===== src/rtl/uart_irq_pkg.sv =====
package uart_irq_pkg;

    typedef enum logic [3:0] {
        IID_MODEM   = 4'h0,
        IID_NONE    = 4'h1,
        IID_TXEMPTY = 4'h2,
        IID_RXDATA  = 4'h4,
        IID_LINE    = 4'h6,
        IID_TIMEOUT = 4'hC
    } iid_e;

    typedef struct packed {
        iid_e iid;
        logic lsr_clr;
        logic msr_clr;
    } ident_state_t;

    function automatic logic [4:0] trig_level(input logic [1:0] sel);
        logic [4:0] lvl;
        case (sel)
            2'd0:    lvl = 5'd1;
            2'd1:    lvl = 5'd4;
            2'd2:    lvl = 5'd8;
            default: lvl = 5'd14;
        endcase
        return lvl;
    endfunction

endpackage


===== src/rtl/uart_irq_tmo.sv =====
module uart_irq_tmo #(
    parameter int CHAR_W  = 16,
    parameter int TO_MULT = 4
) (
    input  logic              clk,
    input  logic              rst_n,
    input  logic              data_ready_i,
    input  logic              restart_i,
    input  logic [CHAR_W-1:0] char_clks_i,
    output logic              expired_o
);
    localparam int CNT_W = CHAR_W + $clog2(TO_MULT + 1);

    logic [CNT_W-1:0] cnt_d, cnt_q;
    logic [CNT_W-1:0] limit;

    always_comb begin
        limit = CNT_W'(char_clks_i) * CNT_W'(TO_MULT);
        cnt_d = cnt_q;
        if (restart_i) begin
            cnt_d = '0;
        end else if (data_ready_i && (cnt_q < limit)) begin
            cnt_d = cnt_q + 1'b1;
        end
        expired_o = (cnt_q >= limit);
    end

    always_ff @(posedge clk or negedge rst_n) begin
        if (!rst_n) begin
            cnt_q <= '0;
        end else begin
            cnt_q <= cnt_d;
        end
    end

    AST_TMO_RESTART: assert property (@(posedge clk) disable iff (!rst_n)
        restart_i |=> (cnt_q == '0));
    AST_TMO_IDLE_HOLD: assert property (@(posedge clk) disable iff (!rst_n)
        (!data_ready_i && !restart_i) |=> $stable(cnt_q));

endmodule


===== src/rtl/uart_irq_thre.sv =====
module uart_irq_thre (
    input  logic clk,
    input  logic rst_n,
    input  logic tx_load_i,
    input  logic thr_wr_i,
    input  logic rd_iir_i,
    input  logic shows_thre_i,
    output logic pend_o
);
    logic pend_d, pend_q;

    always_comb begin
        pend_d = pend_q;
        if (tx_load_i) begin
            pend_d = 1'b1;
        end else if (thr_wr_i || (rd_iir_i && shows_thre_i)) begin
            pend_d = 1'b0;
        end
        pend_o = pend_q;
    end

    always_ff @(posedge clk or negedge rst_n) begin
        if (!rst_n) begin
            pend_q <= 1'b0;
        end else begin
            pend_q <= pend_d;
        end
    end

    AST_THRE_SET: assert property (@(posedge clk) disable iff (!rst_n)
        tx_load_i |=> pend_q);
    AST_THRE_WR_CLEAR: assert property (@(posedge clk) disable iff (!rst_n)
        (thr_wr_i && !tx_load_i) |=> !pend_q);

endmodule


===== src/rtl/uart_irq_prio.sv =====
module uart_irq_prio
    import uart_irq_pkg::*;
#(
    parameter int FIFO_CNT_W = 5
) (
    input  logic [3:0]            ier_i,
    input  logic [3:0]            lsr_err_i,
    input  logic                  data_ready_i,
    input  logic [FIFO_CNT_W-1:0] rx_count_i,
    input  logic [1:0]            trig_sel_i,
    input  logic                  tmo_i,
    input  logic                  thr_empty_i,
    input  logic                  thre_pend_i,
    input  logic [3:0]            msr_delta_i,
    output iid_e                  iid_o
);
    localparam int EXT_W = (FIFO_CNT_W > 5) ? FIFO_CNT_W : 5;

    logic [EXT_W-1:0] cnt_ext, lvl_ext;
    logic line_act, data_act, tmo_act, tx_act, modem_act;

    always_comb begin
        cnt_ext   = EXT_W'(rx_count_i);
        lvl_ext   = EXT_W'(trig_level(trig_sel_i));
        line_act  = ier_i[2] && (|lsr_err_i);
        data_act  = ier_i[0] && data_ready_i && (cnt_ext >= lvl_ext);
        tmo_act   = ier_i[0] && tmo_i;
        tx_act    = ier_i[1] && thr_empty_i && thre_pend_i;
        modem_act = ier_i[3] && (|msr_delta_i);
        if (line_act) begin
            iid_o = IID_LINE;
        end else if (data_act) begin
            iid_o = IID_RXDATA;
        end else if (tmo_act) begin
            iid_o = IID_TIMEOUT;
        end else if (tx_act) begin
            iid_o = IID_TXEMPTY;
        end else if (modem_act) begin
            iid_o = IID_MODEM;
        end else begin
            iid_o = IID_NONE;
        end
    end

endmodule


===== src/rtl/uart_irq_ident.sv =====
module uart_irq_ident
    import uart_irq_pkg::*;
#(
    parameter int FIFO_CNT_W = 5,
    parameter int CHAR_W     = 16,
    parameter int TO_MULT    = 4
) (
    input  logic                  clk,
    input  logic                  rst_n,
    input  logic [3:0]            ier_i,
    input  logic [3:0]            lsr_err_i,
    input  logic                  data_ready_i,
    input  logic                  thr_empty_i,
    input  logic [3:0]            msr_delta_i,
    input  logic [FIFO_CNT_W-1:0] rx_count_i,
    input  logic [1:0]            trig_sel_i,
    input  logic [CHAR_W-1:0]     char_clks_i,
    input  logic                  rd_rbr_i,
    input  logic                  rd_iir_i,
    input  logic                  rd_lsr_i,
    input  logic                  rd_msr_i,
    input  logic                  rx_push_i,
    input  logic                  tx_load_i,
    input  logic                  thr_wr_i,
    output logic [7:0]            iir_o,
    output logic                  irq_o,
    output logic                  lsr_clr_o,
    output logic                  msr_clr_o
);
    ident_state_t st_d, st_q;
    iid_e         iid_next;
    logic         tmo_hit;
    logic         thre_pend;
    logic         shows_thre;

    uart_irq_tmo #(
        .CHAR_W  (CHAR_W),
        .TO_MULT (TO_MULT)
    ) tmo_i (
        .clk          (clk),
        .rst_n        (rst_n),
        .data_ready_i (data_ready_i),
        .restart_i    (rd_rbr_i | rx_push_i),
        .char_clks_i  (char_clks_i),
        .expired_o    (tmo_hit)
    );

    assign shows_thre = (st_q.iid == IID_TXEMPTY);

    uart_irq_thre thre_i (
        .clk          (clk),
        .rst_n        (rst_n),
        .tx_load_i    (tx_load_i),
        .thr_wr_i     (thr_wr_i),
        .rd_iir_i     (rd_iir_i),
        .shows_thre_i (shows_thre),
        .pend_o       (thre_pend)
    );

    uart_irq_prio #(
        .FIFO_CNT_W (FIFO_CNT_W)
    ) prio_i (
        .ier_i        (ier_i),
        .lsr_err_i    (lsr_err_i),
        .data_ready_i (data_ready_i),
        .rx_count_i   (rx_count_i),
        .trig_sel_i   (trig_sel_i),
        .tmo_i        (tmo_hit),
        .thr_empty_i  (thr_empty_i),
        .thre_pend_i  (thre_pend),
        .msr_delta_i  (msr_delta_i),
        .iid_o        (iid_next)
    );

    always_comb begin
        st_d.iid     = iid_next;
        st_d.lsr_clr = rd_lsr_i;
        st_d.msr_clr = rd_msr_i;
        iir_o        = {2'b11, 2'b00, st_q.iid};
        irq_o        = ~st_q.iid[0];
        lsr_clr_o    = st_q.lsr_clr;
        msr_clr_o    = st_q.msr_clr;
    end

    always_ff @(posedge clk or negedge rst_n) begin
        if (!rst_n) begin
            st_q.iid     <= IID_NONE;
            st_q.lsr_clr <= 1'b0;
            st_q.msr_clr <= 1'b0;
        end else begin
            st_q <= st_d;
        end
    end

    AST_LINE_FIRST: assert property (@(posedge clk) disable iff (!rst_n)
        (ier_i[2] && (|lsr_err_i)) |=> (iir_o[3:0] == 4'h6));
    AST_RXDATA_NEEDS_READY: assert property (@(posedge clk) disable iff (!rst_n)
        !data_ready_i |=> (iir_o[3:0] != 4'h4));
    AST_MASKED_QUIET: assert property (@(posedge clk) disable iff (!rst_n)
        (ier_i == 4'h0) |=> !irq_o);
    AST_LSR_PULSE: assert property (@(posedge clk) disable iff (!rst_n)
        rd_lsr_i |=> lsr_clr_o);
    AST_MSR_NO_PULSE: assert property (@(posedge clk) disable iff (!rst_n)
        !rd_msr_i |=> !msr_clr_o);

endmodule


===== config.mk =====
export PLATFORM = sky130hd
export DESIGN_NAME = uart_irq_ident
export DESIGN_NICKNAME = d
export VERILOG_FILES = /design/src/rtl/uart_irq_pkg.sv /design/src/rtl/uart_irq_tmo.sv /design/src/rtl/uart_irq_thre.sv /design/src/rtl/uart_irq_prio.sv /design/src/rtl/uart_irq_ident.sv
export SDC_FILE = /design/constraint.sdc
export NUM_CORES = 1
export LEC_CHECK = 0
export BUFFER_PORTS_ARGS = -buffer_cell sky130_fd_sc_hd__buf_2
export CAP_MARGIN = 20
export CORE_UTILIZATION = 56
export CTS_BUF_LIST = sky130_fd_sc_hd__clkbuf_8 sky130_fd_sc_hd__clkbuf_16
export DETAILED_ROUTE_END_ITERATION = 10
export PLACE_DENSITY = 0.88
export SLEW_MARGIN = 20
export SYNTH_ARGS = -nofsm -noshare
export SYNTH_HDL_FRONTEND = slang
export SYNTH_SLANG_ARGS = --single-unit

===== constraint.sdc =====
create_clock -name clk -period 5.9 [get_ports clk]
set_input_delay 0.885 -clock clk [delete_from_list [all_inputs] [get_ports clk]]
set_output_delay 0.885 -clock clk [all_outputs]
set_load 0.01 [all_outputs]

# Word level (Yosys, flattened, before mapping)
# Index checks and enable logic that the tools add are counted.
dict set report totals {
  register_bits 26
  latch_bits 0
  ram_bits 0
  rom_bits 0
  input_bits 46
  output_inout_bits 11
  wordCells 39
  mem_count 0
}
dict set report op_classes {
  n_addsub 1
  mul 0
  div 0
  magnitude_cmp 3
  eq_ne 3
  shifts 0
  n_mux 10
  bitwise_logic 2
  n_reduce_logical 15
}
# op n
set op_table {}
lappend op_table {{$mux 19} 2}
lappend op_table {{$add 19x1->19 const B} 1}
lappend op_table {{$ge 19x18->1} 1}
lappend op_table {{$lt 19x18->1} 1}
lappend op_table {{$mux 4} 4}
lappend op_table {{$pmux 4 s3} 1}
lappend op_table {{$logic_and 1x1->1} 9}
lappend op_table {{$reduce_or 4->1} 2}
lappend op_table {{$ge 5x4->1} 1}
lappend op_table {{$eq 4x2->1 const B} 1}
lappend op_table {{$reduce_bool 2->1} 2}
lappend op_table {{$mux 1} 3}
lappend op_table {{$eq 2x1->1 const B} 1}
lappend op_table {{$eq 2x2->1 const B} 1}
lappend op_table {{$logic_not 2->1} 1}
lappend op_table {{$logic_or 1x1->1} 1}
lappend op_table {{$not 1->1} 1}
lappend op_table {{$or 1x1->1} 1}

# Longest topological paths before layout
# Gate-level depths: netlist of the first run.
dict set report depth {
  word_depth 7
  depth_mapped 9
  ltp_nobuf 8
}

# By module
# From an unflattened synthesis of the first run, not the netlist that was laid out.
dict set report unflattened {
  hier_cells 217
  hier_area_um2 1914.3
}
# mod instances cells_each area_per_inst_um2 seq_area_each_um2
set by_module_without_submodules {}
lappend by_module_without_submodules {uart_irq_tmo 1 169 1450.1 475.5}
lappend by_module_without_submodules {uart_irq_ident 1 15 214.0 151.4}
lappend by_module_without_submodules {uart_irq_prio 1 29 209.0 0.0}
lappend by_module_without_submodules {uart_irq_thre 1 4 41.3 25.0}

# Least setup slack after synthesis of the first run
# OpenSTA, ideal clock, no wires.
dict set report synth_path {
  kind {input-to-reg}
  start {input char_clks_i[6]}
  end {register tmo_i.cnt_q[17]}
  setup_ps 78
  arrival_ps 2675
  required_ps 5822
  setup_slack_ps 3147
  cell_stages 8
  n_path_buf 0
  path_cell_list {inv_1 > ha_1 > a211oi_2 > o21bai_1 > nor4b_4 > o21ai_2 > or4_1 > a21oi_1}
}
dict set report synth_between {
  elab_chain_len 3
}
# item line_no
set synth_rtl {}
lappend synth_rtl {{from (decl)} uart_irq_ident.sv:17} ;# input logic [CHAR_W-1:0] char_clks_i,
lappend synth_rtl {{$lt 19x18->1} uart_irq_tmo.sv:22} ;# end else if (data_ready_i && (cnt_q < limit)) begin
lappend synth_rtl {{$logic_and 1x1->1} uart_irq_tmo.sv:22}
lappend synth_rtl {{$reduce_bool 2->1 (no source line)} n/a}
lappend synth_rtl {{to (signal assigned)} uart_irq_tmo.sv:32} ;# cnt_q <= cnt_d;
lappend synth_rtl {{to (decl)} uart_irq_tmo.sv:14} ;# logic [CNT_W-1:0] cnt_d, cnt_q;
# No other way between the ends.
# A chain may end at the register's enable or synchronous reset.

# Final worst setup path of the first run
dict set report layout_path {
  start {input char_clks_i[6]}
  end {register tmo_i.cnt_q[9]}
}
# The elaborated chain is that of the path after synthesis.

==> results of run 1 <==
==> sequential cells by signal, summed over array words and instances (netlist names) <==
name / flops
msr_clr_o: 1
tmo_i.cnt_q: 19
iir_o: 4
thre_i.pend_o: 1
lsr_clr_o: 1
==> power by group <==
| group | leakage [nW] | internal (mW) | switching (mW) |
|---|---|---|---|
| Sequential | 0.346 | 0.182 | 0.00133 |
| Combinational | 0.713 | 0.0229 | 0.0261 |
| Clock | 0.0357 | 0.0908 | 0.0571 |
| Total | 1.10 | 0.295 | 0.0846 |
==> routing by layer <==
metal | up-vias | routed length (um)
met1 | 808 | 1830
li1 | 875 | -
met4 | 0 | 32
met2 | 55 | 1870
met5 | - | 0
met3 | 5 | 208
==> critical path: cells and delay by family <==
family                   cells  cell delay (ps)
buffers and inverters        2              100
adder cells (fa/ha/maj)      1              310
AO/OA/AOI/OAI                4              780
AND/OR/NAND/NOR              2              950
==> cell usage in the layout, fill, tap and decap left out, types with 2 or more instances in the layout <==
cell type / instances
a21oi_1: 20
a31o_2: 2
and2_1: 2
and3_1: 4
buf_2: 52
clkbuf_8: 3
conb_1: 4
dfrtp_1: 25
ha_1: 22
inv_1: 26
nand2_1: 8
nand2b_1: 2
nand3_1: 12
nand4_1: 8
nor2_1: 10
nor2b_1: 3
nor3_1: 2
o2111ai_1: 3
o21a_1: 3
o21ai_0: 14
o21bai_1: 2
o31ai_1: 5
o41ai_1: 2
or2_2: 3
or3_1: 9
or4_1: 5
xor2_1: 2
==> final cells by class <==
cell class	count	area [um2]	area share (%)
sequential	26	652	29.1
clock buffer	3	41.3	1.84
inverter	26	97.6	4.36
multi-input combinational	159	1100	49.2
tap	44	55.1	2.46
timing repair buffer	52	260	11.6
clock inverter	1	30.0	1.34
==> through the flow <==
| stage | util [%] | cell area (um2) | setup WS, ps |
|---|---|---|---|
| after floorplan | - | 1900 | 3150 |
| after global placement | 69.3 | 2170 | 2890 |
| after detailed placement | 69.3 | 2170 | 2810 |
| after CTS | 71.6 | 2240 | 3060 |
| after global routing | 71.6 | 2240 | 2860 |
| final | 71.6 | 2240 | 3060 |
==> synthesized netlist by cell type, drive strengths merged, types with 4 or more instances <==
cell / n
or3: 9
ha: 22
and3: 4
buf: 6
or4: 5
dfrtp: 25
a21oi: 20
nand2: 8
o21ai: 16
nand4: 8
nor2: 10
inv: 26
o31ai: 5
nand3: 12
==> cell families (layout without fill, tap and decap cells) <==
logic type / Yosys count / count (layout)
fa+ha+maj: 22 / 22
xor+xnor: 3 / 3
simple gates: 72 / 72
buf+inv: 35 / 82
other cells: 2 / 4
flops: 26 / 26
compound gates: 58 / 58
==> worst paths after layout <==
kind / to
hold reg to reg: thre_i.pend_o
hold / removal: thre_i.pend_o
setup reg to reg: tmo_i.cnt_q[9]
max in group asynchronous: iir_o[0]
min in group asynchronous: tmo_i.cnt_q[4]
setup / recovery: tmo_i.cnt_q[9]
==> impl_results.md, run 1 <==
- Final nets: 336
- Drt total wl: approximately 3900 um
- Final Power: between 300 and 400 uW
- Synthesized instance count: between 200 and 250
- Final Non-Filler Cells: roughly 310
- Fmax: between 300 and 400 MHz
- Vias in the first global route: around 1,500
- Required time worst endpoint: about 6000 ps
- Largest cells by area after synthesis: dfrtp_1, ha_1, a21oi_1
- RSZ-0062 raised after global routing: false
- TritonCTS clock tree: yes
- Row cnt: 20
- Max stage delay on crit path: approximately 550 ps
- Library cells used by synthesis: 42
- RR Startpoint: tmo_i.cnt_q[8]
- Final ANT Viol Nets: 0
- Adder-Cell Fraction of Synth Area: roughly 15%
- Core Area: approximately 3100 um2
- Worst Hold Depth: 1
- H-Tree Depth: 1
- Pwr Density: about 170 nW/um2
- Placed Cells incl. Taps: roughly 310
- R2R depth: 7
- DRT Pass-1 Iters: 4
- Num CTS Buffers: 3
- Final hold vios: 0
- Met1 usage: 34.2%
- Worst-skew pair later-pin latency: ~270 ps
- I/O pin count: between 50 and 60
- TritonCTS Sinks: 26
- Clock Tree Buf Depth: 2
- Reg2Reg Setup Slack: between 3000 and 4000 ps
- Synth Area in Simple Gates: between 20% and 30%
- Initial Utilization: 60.6%
- Worst Min Path Start: thre_i.pend_o
- Rel. slew slack: 60.5%
- Main synth FF type: dfrtp_1
- 1st-iter DRT viols: 91
- HPWL Detailed: ~3000 um
- Layout cell share with drive strength beyond 1: between 20% and 30%
- Slew @ Worst Pin: 592 ps
- M3 GR Usage: 2.60%
- DRC Markers: 0
- Root buf cell: clkbuf_8
- Combinational family with the most area after synthesis: simple AND/OR/NAND/NOR gates
- Synthesis Warnings: 0
- Antenna violations before repair: 0
- Crit path kind: in -> reg
- Xor/xnor share of the synthesized area: under 10%
- Worst hold slack: 525 ps
- Gr usage total: a little under a quarter
- Max-slew violations: 0
- Synth Register Bits: 26
- Clock slew at reported path FFs: 90 ps
- Fin crit share: 48.2%
- CP Capture Type: register
- Vias per cell: between 5 and 6
- Most crowded layer after global routing: met2
- Worst path cell trace: buf_2, inv_1, ha_1, a211oi_2, o21bai_1, nor4b_4, o21ai_2, or4_1, a21oi_1
- Share of the synthesized area in the top cell type: 33.0%
- Width of the die: between 60 and 70 um
- P&R area growth vs syn: 18.2%
- Synth Area in Compound Gates: between 10% and 20%
- Register area share after synthesis: between 30% and 40%
- GRT overflow: 0
- Post-synthesis cell area: roughly 1900 um2
- Number of diodes: 0
- Post-synth EDFFs: 0
- GR Layer Usage met2: 39.1%
- Hold buffer count at CTS: 0
- FFs w/ async S/R, synth: 100%
- Routed vias: 1,743
- Syn avg cell area: approximately 8.7 um2
- Outcome: finished clean
- Setup violators final: 0
- CP max stage cell: or4_1
- Min-delay worst type: reg -> reg
- Wirelength per Cell: 12.7 um
- Max rail drop VDD: approximately 0.13 mV
- Setup bufs post-CTS: 0
- # Max-Cap Violations: 0
- CP arrival: slightly above 3000 ps
- Post-route minimum period: 2840 ps
- Die Height: around 60 um
- Cell accounting for the most synthesized area: dfrtp_1
- CP Launch Type: primary input
- Cts repair resizes: 0
- Global-route wire length before repair: 6500 um
- Largest net degree at the start of global routing: 27
- Static leakage: ~1.1 nW
- Die Area: around 3600 um2
- Mux cell area share after synthesis: 0%
- Worst Skew: between 4 and 5 ps
- Setup crit start: char_clks_i[6]
- Fillers: approximately 260
- I/O Buffers: 52
- Crit path max fanout: 19
- RD Place Congestion: between 0.8 and 0.9
- Setup_tns: 0 ps
Power figures use the tool's default switching activity.
==> run 2, diff against run 1 <==
--- a/config.mk
+++ b/config.mk
@@ -7,10 +7,10 @@
 export LEC_CHECK = 0
 export BUFFER_PORTS_ARGS = -buffer_cell sky130_fd_sc_hd__buf_2
 export CAP_MARGIN = 20
-export CORE_UTILIZATION = 56
+export CORE_UTILIZATION = 47
 export CTS_BUF_LIST = sky130_fd_sc_hd__clkbuf_8 sky130_fd_sc_hd__clkbuf_16
 export DETAILED_ROUTE_END_ITERATION = 10
-export PLACE_DENSITY = 0.88
+export PLACE_DENSITY = 0.79
 export SLEW_MARGIN = 20
 export SYNTH_ARGS = -nofsm -noshare
 export SYNTH_HDL_FRONTEND = slang
==> constraint.sdc (replaced) <==
create_clock -name clk -period 2.6 [get_ports clk]
set_input_delay 0.39 -clock clk [delete_from_list [all_inputs] [get_ports clk]]
set_output_delay 0.39 -clock clk [all_outputs]
set_load 0.01 [all_outputs]
==> run 2 against run 1 <==
Effect of this change:
- count of clock-buffer cells in the layout rose by 1
- via count rose by 3.8%
- highest routed layer unchanged
- critical endpoint is now tmo_i.cnt_q[13]
- non-clock buffer count rose by 9
==> impl_results.md, run 2 (synthesis results as in run 1) <==
- Die Height: 65.5 um (+8.9%)
- Worst path cell trace: ha_1, a211oi_2, o21bai_2, nor4b_4, buf_4, o211ai_1, or4_1, a21oi_1
- WP buf/inv: 1 (-1)
- Rel. slew slack: 59.8% (-0.79 points)
- Clock Tree Buf Depth: 2 (unchanged)
- Antenna violations before repair: 0 (unchanged)
- Wirelength per Cell: 13.3 um (+5.2%)
- DRC Markers: 0 (unchanged)
- Setup_tns: 0 ps (unchanged)
- Routed vias: 1,810 (+3.8%)
- Number of diodes: 0 (unchanged)
- Setup ws final: 146 ps (-2910 ps)
- # Max-Cap Violations: 0 (unchanged)
- Global-route wire length before repair: 7330 um (+13%)
- Max rail drop VDD: 0.216 mV (+62%)
- Worst Skew: 4.32 ps (-0.541 ps)
- H-Tree Depth: 1 (unchanged)
- CP Capture Type: register
- Drt total wl: 4320 um (+9.6%)
- Final Power: 802 uW (+110%)
- Final core utilization: 61.0% (-11 points)
- Fin crit share: a little over nine tenths
- HPWL Detailed: 3390 um (+11%)
- Num CTS Buffers: 3 (unchanged)
- TritonCTS clock tree: yes
- Largest net degree at the start of global routing: 27 (unchanged)
- Layout cell share with drive strength beyond 1: 27.9% (+3.2 points)
- Crit path max fanout: 4 (-15)
- Required time worst endpoint: 2800 ps (-3290 ps)
- Cts repair resizes: 0 (unchanged)
- DRT Pass-1 Iters: 4 (unchanged)
- P&R area growth vs syn: 21.5%
- Reg with most FFs: tmo_i.cnt_q
- Static leakage: 1.14 nW (+3.8%)
- Die Area: 4290 um2 (+18%)
- Max-slew violations: 0 (unchanged)
- Setup bufs post-CTS: 0 (unchanged)
- Root buf cell: clkbuf_8
- TritonCTS Sinks: 26 (unchanged)
- GRT overflow: 0 (unchanged)
- CP max stage cell: or4_1
- Width of the die: 65.5 um (+8.9%)
- Switching portion of total power: 25.1% (+2.9 points)
- I/O Buffers: 52 (unchanged)
- Clock slew at reported path FFs: 90 ps (about the same)
- Vias per cell: 5.59 (-0.32%)
- Power share of the clock group: 33.8% (-5.1 points)
- Initial Utilization: 50.2% (-10 points)
- CP arrival: 2650 ps (-380 ps)
- Max stage delay on crit path: 430 ps (-120 ps)
- Slew @ Worst Pin: 604 ps (+11.9 ps)
- Place WS: 69.9 ps (-2740 ps)
- R2R depth: 8 (+1)
- Critical R2R Capture: tmo_i.cnt_q[13]
- Pwr Density: 349 nW/um2 (+110%)
- Vias in the first global route: 1,671 (+14%)
- Gr usage total: 22.3% (-1.5 points)
- Final hold vios: 0 (unchanged)
- Top Family by Delay on Critical Path: simple AND/OR/NAND/NOR gates
- 1st-iter DRT viols: 99 (+8.8%)
- Outcome: finished clean
- I/O pin count: 57 (unchanged)
- Most common cell after layout, fill and taps aside: buf_2
- Core Area: 3770 um2 (+21%)
- RD Place Congestion: 0.835 (+0.91%)
- Worst-skew pair later-pin latency: 280 ps (about the same)
- Logic gate share of total power: 14.4% (+1.5 points)
- Final nets: 345 (+2.7%)
- Number of flip-flops in the largest register: 19 (unchanged)
- Most frequent cells in the layout: buf_2, inv_1, dfrtp_1
- Switching power total: 202 uW (+140%)
- CP Launch Type: register
- RSZ-0062 raised after global routing: true
- Fmax: slightly above 400 MHz
- Post-route minimum period: between 2000 and 2500 ps
- Row cnt: 22 (+10%)
- Hold buffer count at CTS: 0 (unchanged)
- Crit path kind: reg -> reg
- RR Startpoint: tmo_i.cnt_q[8]
- Internal cell power: 601 uW (+100%)
- Sequential share of power: 51.8% (+3.6 points)
- Min-delay worst type: in -> async
- Setup violators final: 0 (unchanged)
- Reg2Reg Setup Slack: 150 ps (-3190 ps)
- Final ANT Viol Nets: 0 (unchanged)
[run 2: cell type report]
cell class / instances / area, um2
Timing Repair Buffer: 61 / 328
Fill cell: 339 / 1470
Tap cell: 48 / 60.1
Inverter: 26 / 97.6
Sequential cell: 26 / 652
Clock buffer: 4 / 55.1
Multi-Input combinational cell: 159 / 1110
[run 2: worst max path at each step]
stage / from / cells after the start / to
floorplan: char_clks_i[6] / 8 / tmo_i.cnt_q[17]
global placement: char_clks_i[6] / 10 / tmo_i.cnt_q[13]
detailed placement: char_clks_i[6] / 9 / tmo_i.cnt_q[17]
CTS: tmo_i.cnt_q[17] / 8 / tmo_i.cnt_q[7]
global route: tmo_i.cnt_q[16] / 8 / tmo_i.cnt_q[8]
finish: tmo_i.cnt_q[8] / 8 / tmo_i.cnt_q[13]
[run 2: layer usage]
layer	global-route usage (%)	up-vias	share of wire, %
met1	28.7	844	45
met5	0	-	0
li1	-	897	-
met2	38.7	64	49
met4	6.52	0	1.1
met3	3.13	5	4.9
[run 2: power groups by stage]
stage	Sequential, mW	Clock [mW]	Combinational [mW]
3_3_place_gp	0.423	0	0.111
2_1_floorplan	0.426	0	0.0556
6_report	0.416	0.271	0.115
5_1_grt	0.417	0.291	0.132
4_1_cts	0.416	0.275	0.116
3_5_place_dp	0.424	0	0.116
[run 2: metrics by stage]
stage	instance area [um2]	std cells	hold WS [ps]
after global routing	2300	324	153
after global placement	2240	320	434
after floorplan	1900	220	94.4
after CTS	2290	324	130
final	2300	324	107
after detailed placement	2240	320	442
==> run 3, diff against run 2 <==
--- a/config.mk
+++ b/config.mk
@@ -5,12 +5,14 @@
 export SDC_FILE = /design/constraint.sdc
 export NUM_CORES = 1
 export LEC_CHECK = 0
+export ABC_AREA = 1
 export BUFFER_PORTS_ARGS = -buffer_cell sky130_fd_sc_hd__buf_2
 export CAP_MARGIN = 20
-export CORE_UTILIZATION = 47
+export CORE_UTILIZATION = 45
 export CTS_BUF_LIST = sky130_fd_sc_hd__clkbuf_8 sky130_fd_sc_hd__clkbuf_16
 export DETAILED_ROUTE_END_ITERATION = 10
-export PLACE_DENSITY = 0.79
+export GPL_TIMING_DRIVEN = 0
+export PLACE_DENSITY = 0.74
 export SLEW_MARGIN = 20
 export SYNTH_ARGS = -nofsm -noshare
 export SYNTH_HDL_FRONTEND = slang
==> run 3 against run 2 <==
Effect of this change:
- clock power grew 28%
- flip-flop and latch count is the same
- hold slack lost 22 ps
- critical path depth grew 3
- highest routed layer unchanged
- area after synthesis grew 22%
- global-route usage shrank 1.6 points
- synthesized cell count grew 48%
- critical endpoint is now tmo_i.cnt_q[10]
- sequential share of layout area shrank 4.5 points
- sequential power is essentially flat
- count of clock-buffer cells in the layout shrank 1
- cell count grew 38%
==> impl_results.md, run 3 <==
- Register area share after synthesis: 28.2% (-6.2 points)
- Fin crit share: 74.3% (-20 points)
- FFs w/ async S/R, synth: 100% (unchanged)
- HPWL Detailed: 4180 um (+23%)
- List of most frequent post-synthesis cells: nand2_1, nor2_1, inv_1, dfrtp_1, ha_1
- GRT overflow: 0 (unchanged)
- CP arrival: 2100 ps (-550 ps)
- Place WS: 642 ps (+572 ps)
- DRC Markers: 0 (unchanged)
- Switching power total: 227 uW (+13%)
- Vias in the first global route: 2,001 (+20%)
- Crit path max fanout: 10 (+6)
- Final Power: 912 uW (+14%)
- Die Area: 5430 um2 (+27%)
- Die Height: 73.7 um (+13%)
- Reg with most FFs: tmo_i.cnt_q
- Max-slew violations: 0 (unchanged)
- Root buf cell: clkbuf_8
- Cts repair resizes: 0 (unchanged)
- Gr usage total: 20.7% (-1.6 points)
- Largest cells by area after synthesis: dfrtp_1, nand2_1, ha_1
- Internal cell power: 684 uW (+14%)
- Initial Utilization: 47.7% (-2.5 points)
- Setup ws final: 668 ps (+522 ps)
- Post-route minimum period: 1930 ps (-522 ps)
- Placed Cells incl. Taps: 444 (+39%)
- Synth Register Bits: 26 (unchanged)
- Max rail drop VDD: 0.184 mV (-15%)
- Largest net degree at the start of global routing: 27 (unchanged)
- Final ANT Viol Nets: 0 (unchanged)
- Setup violators final: 0 (unchanged)
- Most common cell after layout, fill and taps aside: nand2_1
- 1st-iter DRT viols: 130 (+31%)
- Row cnt: 25 (+14%)
- P&R area growth vs syn: 18.3%
- Synthesized instance count: 323 (+48%)
- Rel. slew slack: 62.6% (+2.8 points)
- Post-synthesis cell area: 2310 um2 (+22%)
- Final Non-Filler Cells: 448 (+38%)
- H-Tree Depth: 1 (unchanged)
- TritonCTS clock tree: yes
- I/O pin count: 57 (unchanged)
- Most frequent cells in the layout: nand2_1, buf_2, nor2_1
- Pwr Density: 333 nW/um2 (-4.4%)
- Routed vias: 2,165 (+20%)
- DRT Pass-1 Iters: 4 (unchanged)
- RSZ-0062 raised after global routing: false
- I/O Buffers: 52 (unchanged)
- Sequential share of power: 45.7% (-6.1 points)
- Static leakage: 1.44 nW (+27%)
- Setup_tns: 0 ps (unchanged)
- Power share of the clock group: 37.9% (+4.1 points)
- Drt total wl: 5080 um (+18%)
- Layout cell share with drive strength beyond 1: 26.5% (-1.4 points)
- Antenna violations before repair: 0 (unchanged)
- Post-synth EDFFs: 0 (unchanged)
- Vias per cell: 4.83 (-13%)
- CP Capture Type: register
- Fillers: 463 (+37%)
- Wirelength per Cell: 11.3 um (-15%)
- Slew @ Worst Pin: 562 ps (-41.9 ps)
- CP Launch Type: register
- Setup bufs post-CTS: 0 (unchanged)
- Worst-skew pair later-pin latency: 280 ps (about the same)
- Synthesis Warnings: 0 (unchanged)
- R2R depth: 11 (+3)
- Cell accounting for the most synthesized area: dfrtp_1
- Top-count cell post-synth: nand2_1
- Clock slew at reported path FFs: 100 ps (about the same)
- RR Startpoint: tmo_i.cnt_q[17]
- Seq. cell area: 652 um2 (unchanged)
- Core Area: 4850 um2 (+29%)
- Final nets: 450 (+30%)
- Reg2Reg Setup Slack: 670 ps (+520 ps)
- Crit path kind: reg -> reg
- Logic gate share of total power: 16.4% (+2.0 points)
- Share of the synthesized area in the top cell type: 27.0% (-6.0 points)
- Width of the die: 73.7 um (+13%)
- Critical R2R Capture: tmo_i.cnt_q[10]
- Syn avg cell area: 7.16 um2 (-18%)
- Number of diodes: 0 (unchanged)
- # Max-Cap Violations: 0 (unchanged)
- Number of flip-flops in the largest register: 19 (unchanged)
- Outcome: finished clean
- Multi-input logic area: 1420 um2 (+28%)
- Final hold vios: 0 (unchanged)
- Switching portion of total power: 24.9% (-0.18 points)
- RD Place Congestion: 0.994 (+19%)
- Min-delay worst type: in -> async
- Fmax: 518 MHz (+27%)
- Global-route wire length before repair: 8800 um (+20%)
- TritonCTS Sinks: 26 (unchanged)
- Worst Skew: 8.70 ps (+4.38 ps)
- Required time worst endpoint: 2770 ps (-30 ps)
- Hold buffer count at CTS: 0 (unchanged)
- Num CTS Buffers: 3 (unchanged)
- Main synth FF type: dfrtp_1
- Library cells used by synthesis: 33 (-21%)
- Clock Tree Buf Depth: 2 (unchanged)
[run 3: changes by cell type in the layout (fill, tap and decap cells not counted), sizes merged, moves of 5 or more]
cell | previous run | this run
a21oi | 20 | 9
inv | 26 | 40
nand2 | 8 | 100
nand3 | 12 | 35
nor2 | 10 | 48
o21ai | 16 | 0
o31ai | 5 | 0
or3 | 9 | 0
or4 | 5 | 0
xnor2 | 1 | 6
[run 3: worst max-delay path by stage]
stage	from	endpoint	slack (ps)	cells past startpoint
finish	tmo_i.cnt_q[17]	tmo_i.cnt_q[10]	670	11
global route	tmo_i.cnt_q[13]	tmo_i.cnt_q[17]	530	13
CTS	tmo_i.cnt_q[17]	tmo_i.cnt_q[17]	660	11
detailed placement	char_clks_i[15]	tmo_i.cnt_q[12]	640	13
global placement	char_clks_i[15]	tmo_i.cnt_q[16]	670	13
floorplan	char_clks_i[15]	tmo_i.cnt_q[16]	880	12
[run 3: power groups by stage]
stage / Combinational [mW] / Clock [mW] / Sequential, mW
detailed placement: 0.152 / 0 / 0.425
floorplan: 0.0816 / 0 / 0.427
finish: 0.149 / 0.346 / 0.417
global placement: 0.147 / 0 / 0.425
CTS: 0.152 / 0.352 / 0.417
global route: 0.172 / 0.368 / 0.418
[run 3: cell type report]
type	count	share of cell area [%]
Buffer	10	3.48
Clock inverter	1	1.10
Tap cell	67	3.06
Sequential cell	26	23.8
Multi-Input combinational cell	249	52.0
Timing Repair Buffer	52	9.51
Clock buffer	3	1.51
Inverter	40	5.49
[run 3: worst max-delay path: stages, from the launching register on]
cell and delay [ps]:
dfrtp_1 470, ha_1 340, nand2_2 90, inv_1 50
a21oi_2 120, nand2_1 80, nor2_2 140, nand3_2 110
buf_6 160, buf_12 150, nand3_2 50, nand2_1 60
[run 3: through the flow]
step	util, %	hold slack (ps)	area, um2
after detailed placement	55.0	424	2670
after global placement	55.0	422	2670
after CTS	56.4	119	2740
after floorplan	-	94.4	2320
after global routing	56.4	143	2740
final	56.4	85.7	2740
[run 3: logic make-up after synthesis]
kind of cell / count (synthesis) / share of synthesized area [%]
AO/OA/AOI/OAI: 13 / 3.46
other: 2 / 0.325
XOR/XNOR: 12 / 4.54
adder cells (fa/ha/maj): 22 / 11.9
flip-flops: 26 / 28.2
buffers and inverters: 50 / 10.6
AND/OR/NAND/NOR: 198 / 41.0
[run 3: layer usage]
layer  part of all wire [%]  track usage [%]  vias up
li1                       -                -     1130
met1                     48             28.1      983
met2                     48             35.2       45
met3                    3.4             2.47        7
met4                    1.1             4.70        0
met5                      0                0        -
